**config.mk**
```make
export PLATFORM = sky130hd
export DESIGN_NAME = burst4_sram
export DESIGN_NICKNAME = d
export VERILOG_FILES = /design/src/rtl/b4s_pkg.sv /design/src/rtl/b4s_in_reg.sv /design/src/rtl/b4s_rd_seq.sv /design/src/rtl/b4s_wr_seq.sv /design/src/rtl/b4s_bank.sv /design/src/rtl/burst4_sram.sv
export SDC_FILE = /design/constraint.sdc
export NUM_CORES = 1
export LEC_CHECK = 0
export BUFFER_PORTS_ARGS = -buffer_cell sky130_fd_sc_hd__buf_2
export CAP_MARGIN = 20
export CORE_ASPECT_RATIO = 1.25
export CORE_MARGIN = 5
export CORE_UTILIZATION = 56
export DETAILED_ROUTE_END_ITERATION = 10
export PLACE_DENSITY = 0.69
export SKIP_CTS_REPAIR_TIMING = 1
export SLEW_MARGIN = 20
export SYNTH_ARGS = -nofsm -noshare
export SYNTH_HDL_FRONTEND = slang
export SYNTH_SLANG_ARGS = --single-unit
```
**constraint.sdc**
```tcl
create_clock -name clk -period 3 [get_ports clk]
set_input_delay 0.6 -clock clk [delete_from_list [all_inputs] [get_ports clk]]
set_output_delay 0.6 -clock clk [all_outputs]
set_load 0.03 [all_outputs]
```
**src/rtl/b4s_pkg.sv**
```systemverilog
package b4s_pkg;
  localparam int BURST  = 4;
  localparam int LANE_W = 9;
  localparam int IDX_W  = $clog2(BURST);
  typedef logic [IDX_W-1:0] word_idx_t;
  localparam word_idx_t LAST_IDX = word_idx_t'(BURST - 1);
endpackage

```
**src/rtl/b4s_in_reg.sv**
```systemverilog
module b4s_in_reg #(
  parameter int AW    = 4,
  parameter int LANES = 2,
  localparam int DW   = LANES * b4s_pkg::LANE_W
) (
  input  logic             clk,
  input  logic             rst_n,
  input  logic             rise_i,
  input  logic             rd_sel_n_i,
  input  logic             wr_sel_n_i,
  input  logic [AW-1:0]    addr_i,
  input  logic [DW-1:0]    wdata_i,
  input  logic [LANES-1:0] be_n_i,
  output logic             rd_req_o,
  output logic             wr_req_o,
  output logic [AW-1:0]    addr_o,
  output logic [DW-1:0]    wdata_o,
  output logic [LANES-1:0] lane_en_o
);
  logic             rise_q, rd_sel_n_q, wr_sel_n_q;
  logic [AW-1:0]    addr_q;
  logic [DW-1:0]    wdata_q;
  logic [LANES-1:0] be_n_q;

  always_ff @(posedge clk) begin
    if (!rst_n) begin
      rise_q     <= 1'b0;
      rd_sel_n_q <= 1'b1;
      wr_sel_n_q <= 1'b1;
      addr_q     <= '0;
      wdata_q    <= '0;
      be_n_q     <= '1;
    end else begin
      rise_q     <= rise_i;
      rd_sel_n_q <= rd_sel_n_i;
      wr_sel_n_q <= wr_sel_n_i;
      addr_q     <= addr_i;
      wdata_q    <= wdata_i;
      be_n_q     <= be_n_i;
    end
  end

  // read requests count only in rise slots, write requests only in fall slots
  assign rd_req_o  = !rd_sel_n_q && rise_q;
  assign wr_req_o  = !wr_sel_n_q && !rise_q;
  assign addr_o    = addr_q;
  assign wdata_o   = wdata_q;
  assign lane_en_o = ~be_n_q;
endmodule

```
**src/rtl/b4s_rd_seq.sv**
```systemverilog
module b4s_rd_seq
  import b4s_pkg::*;
#(
  parameter int AW = 4
) (
  input  logic          clk,
  input  logic          rst_n,
  input  logic          req_i,
  input  logic [AW-1:0] addr_i,
  output logic          fire_o,
  output word_idx_t     idx_o,
  output logic [AW-1:0] row_o
);
  logic          wait_q, busy_q;
  word_idx_t     idx_q;
  logic [AW-1:0] row_q;
  logic          accept;

  // a running burst is never cut; a new one may start on its last word
  assign accept = req_i && !wait_q && (!busy_q || idx_q == LAST_IDX);

  always_ff @(posedge clk) begin
    if (!rst_n) begin
      wait_q <= 1'b0;
      busy_q <= 1'b0;
      idx_q  <= '0;
      row_q  <= '0;
    end else begin
      wait_q <= accept;
      if (accept) row_q <= addr_i;
      if (wait_q) begin
        busy_q <= 1'b1;
        idx_q  <= word_idx_t'(1);
      end else if (busy_q) begin
        idx_q <= word_idx_t'(idx_q + 1'b1);
        if (idx_q == LAST_IDX) busy_q <= 1'b0;
      end
    end
  end

  assign fire_o = wait_q || busy_q;
  assign idx_o  = wait_q ? '0 : idx_q;
  assign row_o  = row_q;
endmodule

```
**src/rtl/b4s_wr_seq.sv**
```systemverilog
module b4s_wr_seq
  import b4s_pkg::*;
#(
  parameter int AW = 4
) (
  input  logic             clk,
  input  logic             rst_n,
  input  logic             req_i,
  input  logic [AW-1:0]    addr_i,
  output logic [BURST-1:0] we_o,
  output logic [AW-1:0]    row_o
);
  logic          active_q;
  word_idx_t     idx_q;
  logic [AW-1:0] row_q;
  logic          accept;

  assign accept = req_i && (!active_q || idx_q == LAST_IDX);

  always_ff @(posedge clk) begin
    if (!rst_n) begin
      active_q <= 1'b0;
      idx_q    <= '0;
      row_q    <= '0;
    end else if (accept) begin
      active_q <= 1'b1;
      idx_q    <= '0;
      row_q    <= addr_i;
    end else if (active_q) begin
      idx_q <= word_idx_t'(idx_q + 1'b1);
      if (idx_q == LAST_IDX) active_q <= 1'b0;
    end
  end

  always_comb begin
    for (int b = 0; b < BURST; b++)
      we_o[b] = active_q && (idx_q == word_idx_t'(b));
  end

  assign row_o = row_q;
endmodule

```
**src/rtl/b4s_bank.sv**
```systemverilog
module b4s_bank #(
  parameter int AW    = 4,
  parameter int LANES = 2,
  localparam int LW   = b4s_pkg::LANE_W,
  localparam int DW   = LANES * LW,
  localparam int ROWS = 1 << AW
) (
  input  logic             clk,
  input  logic             we_i,
  input  logic [AW-1:0]    waddr_i,
  input  logic [DW-1:0]    wdata_i,
  input  logic [LANES-1:0] lane_en_i,
  input  logic [AW-1:0]    raddr_i,
  output logic [DW-1:0]    rdata_o
);
  logic [DW-1:0] mem_q [ROWS];

  always_ff @(posedge clk) begin
    if (we_i) begin
      for (int l = 0; l < LANES; l++)
        if (lane_en_i[l]) mem_q[waddr_i][l*LW +: LW] <= wdata_i[l*LW +: LW];
    end
  end

  assign rdata_o = mem_q[raddr_i];
endmodule

```
**src/rtl/burst4_sram.sv**
```systemverilog
module burst4_sram
  import b4s_pkg::*;
#(
  parameter int AW    = 4,
  parameter int LANES = 2,
  localparam int DW   = LANES * LANE_W
) (
  input  logic             clk,
  input  logic             rst_n,
  output logic             main_rise,
  input  logic             rd_sel_n,
  input  logic             wr_sel_n,
  input  logic [AW-1:0]    addr,
  input  logic [DW-1:0]    wr_data,
  input  logic [LANES-1:0] wr_be_n,
  output logic [DW-1:0]    rd_data,
  output logic             rd_valid
);
  logic             ph_q;
  logic             rd_req, wr_req;
  logic [AW-1:0]    addr_r;
  logic [DW-1:0]    wdata_r;
  logic [LANES-1:0] lane_en_r;
  logic             rd_fire;
  word_idx_t        rd_idx;
  logic [AW-1:0]    rd_row, wr_row;
  logic [BURST-1:0] wr_we;
  logic [DW-1:0]    bank_rd [BURST];
  logic [DW-1:0]    rd_data_q;
  logic             rd_valid_q;

  always_ff @(posedge clk) begin
    if (!rst_n) ph_q <= 1'b0;
    else        ph_q <= ~ph_q;
  end
  assign main_rise = ~ph_q;

  b4s_in_reg #(.AW(AW), .LANES(LANES)) u_in (
    .clk(clk), .rst_n(rst_n), .rise_i(main_rise),
    .rd_sel_n_i(rd_sel_n), .wr_sel_n_i(wr_sel_n), .addr_i(addr),
    .wdata_i(wr_data), .be_n_i(wr_be_n),
    .rd_req_o(rd_req), .wr_req_o(wr_req), .addr_o(addr_r),
    .wdata_o(wdata_r), .lane_en_o(lane_en_r)
  );

  b4s_rd_seq #(.AW(AW)) u_rd (
    .clk(clk), .rst_n(rst_n), .req_i(rd_req), .addr_i(addr_r),
    .fire_o(rd_fire), .idx_o(rd_idx), .row_o(rd_row)
  );

  b4s_wr_seq #(.AW(AW)) u_wr (
    .clk(clk), .rst_n(rst_n), .req_i(wr_req), .addr_i(addr_r),
    .we_o(wr_we), .row_o(wr_row)
  );

  for (genvar b = 0; b < BURST; b++) begin : g_bank
    b4s_bank #(.AW(AW), .LANES(LANES)) u_bank (
      .clk(clk), .we_i(wr_we[b]), .waddr_i(wr_row), .wdata_i(wdata_r),
      .lane_en_i(lane_en_r), .raddr_i(rd_row), .rdata_o(bank_rd[b])
    );
  end

  always_ff @(posedge clk) begin
    if (!rst_n) begin
      rd_data_q  <= '0;
      rd_valid_q <= 1'b0;
    end else begin
      rd_valid_q <= rd_fire;
      if (rd_fire) rd_data_q <= bank_rd[rd_idx];
    end
  end

  assign rd_data  = rd_data_q;
  assign rd_valid = rd_valid_q;
endmodule

```
==> qor.txt <==
Bufs on Longest Clock Path = 3
Worst Setup Path Type = flip-flop to flip-flop
Initial antenna violation count = 3
CP endpoint = rd_data[14]
Synth Net Count = 2369
# fillers = 5461
Die Ht = 332 um
Max Freq = 338 MHz
Drt first pass iters = 6
Dpl cells = 3603
Syn Std Cell Area = 46500 um^2
Top post-synthesis cells by area = edfxtp_1 74%, mux4_2 10%, dfxtp_1 2.8%
Tcrit/Tclk final = 0.987
Fraction of synthesized cell area in xor and xnor cells = 0.000377
Layout cell share with drive strength beyond 1 = 0.290
Worst slew pin tran = 1100 ps
Die area = 89000 um^2
Synth warn = 0
Slew Limit Fails = 0
Skew final = 28.7 ps
Hold WC Path Type = primary input to flip-flop
Synth Area in Simple Gates = 0.0402
Hold WS = 110 ps
Crit Path Max Fanout = 19
Largest family of logic cells by synthesized area = multiplexers
FF-to-FF path depth = 6
PwrDens = 622 nW/um^2
Starting Density = 0.563
Ant diodes = 0
Via count = 23847
Initial DRC count = 2210
DRT antenna net count = 0
Synth Area per Inst = 19.9 um^2
Post-detail-place hpwl = 72100 um
Tot GR Track Use = 0.250
Placeable core region = 82700 um^2
Port bufs = 47
Clk root buf = clkbuf_16
Power consumption = 0.0334 W
Layout Nets = 2669
CTS tree = built
Library cells used by synthesis = 39
Post-synthesis mux area share = 0.144
Status = finished clean
Sequential cell area = 35900 um^2
Clock Latency Late Sink = 670 ps
Final Util = 0.648
CTS Sinks = 1217
Reg2reg setup slack = 40 ps
Leak = 17.3 nW
Flop and latch count out of synthesis = 1217
Final setup violating endpoints = 0
Clock slew at reported path FFs = 60 ps
Peak supply drop = 0.534 mV
GR Overflow Total = 0
Final Instance Count excl. Fillers = 3805
Area fraction in compound gates after synthesis = 0.0292
First-pass GRT wire length = 164000 um
Top cell type's share of synthesized area = 0.744
Drt total wl = 111000 um
Synth-to-layout area growth = 15.2%
CTS H-Tree Depth = 3
Number of global-route vias before repair = 24641
Fin crit period = 2960 ps
FF-to-FF End = rd_data[14]
Die X = 268 um
Max Cap Violations = 0
Crit path launch type = flip-flop
CP arrival = 3480 ps
CP required = 3520 ps
Num CTS Buffers = 111
Per-cell routed wire length = 29.0 um
Seq/Total Area, Yosys = 0.772
Residual DRC count = 0
Drt via density = 6.27
Std-Cell Rows = 118
Hold Fails Final Rpt = 0
Crit end category = flip-flop
Rel. slew slack = 0.267
Synth Area in Adders = 0.00134
Area of the multi-input gates = 10100 um^2
Cells after synthesis = 2336
Largest net degree at the start of global routing = 65
Largest area contributor in the netlist = edfxtp_1
I/O pin count = 48
Final GP Congestion = 0.855
layout make-up:
class                      count  share of cell area
clock inverter                55             0.00973
clock buffer                 147              0.0574
timing repair buffer         315              0.0474
sequential                  1217               0.670
multi-input combinational    969               0.188
tap                         1080              0.0252
inverter                      22             0.00154
critical path, stage by stage, from the launching register on:
cell	delay, ps
dfxtp_1	510
and2_1	600
o211ai_1	240
buf_4	330
and2b_1	230
a2111oi_1	760
nand2_1	130
flip-flops by register name, summed over array words and instances, names as in the netlist, 2 cells and up, named ones only:
name,flops
g_bank.u_bank.mem_q,1152
rd_data,18
u_in.wdata_o,18
u_in.addr_o,4
u_rd.row_o,4
u_wr.row_o,4
u_in.be_n_q,2
u_rd.idx_q,2
u_wr.idx_q,2
synth_stat cells:
master,number
edfxtp_1,1152
mux4_2,216
nor2_1,137
mux2i_1,100
nand3_1,78
clkbuf_1,72
mux2_2,66
dfxtp_1,65
o22ai_1,54
buf_2,45
a22o_1,36
a22oi_1,36
nor3_1,36
nand2_1,35
nor2b_1,32
and2_1,24
inv_1,22
a21oi_1,19
nand4_1,19
o31ai_1,18
a2111oi_0,16
and2b_1,9
nand2b_1,7
buf_1,6
mux2_1,6
ha_1,5
nand3b_1,5
buf_4,3
o21a_1,3
a2111oi_1,2
buf_6,2
nor3b_1,2
o211ai_1,2
and3_1,1
and3b_1,1
nor2_2,1
o21ai_1,1
xnor2_1,1
xor2_1,1
metrics by stage:
step / setup WS (ps) / cell area, um^2 / setup TNS (ps)
after floorplan: 912 / 46500 / 0
after global placement: -289 / 49800 / -1900
after detailed placement: -310 / 49900 / -1020
after CTS: -323 / 53500 / -1100
after global routing: -24.5 / 53600 / -24.5
final: 39.3 / 53600 / 0
worst min-delay path by stage:
stage | start | endpoint | depth (start not counted)
floorplan | u_in.rise_q | u_in.rise_q | 1
global placement | u_in.rise_q | u_in.rise_q | 1
detailed placement | u_in.rise_q | u_in.rise_q | 1
CTS | wr_be_n[0] | u_in.be_n_q[0] | 2
global route | wr_be_n[1] | u_in.be_n_q[1] | 2
finish | wr_be_n[0] | u_in.be_n_q[0] | 2
cells by family (layout without fill, tap and decap cells):
group                    count (synthesis)  count (layout)
buffers and inverters                  150             539
AO/OA/AOI/OAI                          187             187
flip-flops                            1217            1217
AND/OR/NAND/NOR                        387             387
multiplexers                           388             388
adder cells (fa/ha/maj)                  5               5
XOR/XNOR                                 2               2
metal layers:
metal	track usage	wire [um]	vias to the layer above
met1	0.332	40900	12406
met2	0.409	55400	1066
li1	-	-	10136
met3	0.0481	9030	237
met5	0	9	-
met4	0.110	5210	2
cells in the final DEF, fill, tap and decap left out, types with 45 or more instances in the layout:
| master | instances |
|---|---|
| nand3_1 | 78 |
| edfxtp_1 | 1152 |
| buf_2 | 47 |
| mux2_2 | 66 |
| mux2i_1 | 100 |
| nor2_1 | 136 |
| clkbuf_16 | 114 |
| dfxtp_1 | 45 |
| o22ai_1 | 54 |
| mux4_2 | 216 |
| buf_4 | 245 |
power breakdown:
part	total [W]	internal (W)	switching, W
clock	0.0139	0.00796	0.00594
sequential	0.0188	0.0186	0.000210
combinational	0.000638	0.000243	0.000395
Note: power is estimated with default switching activity, not from simulation.
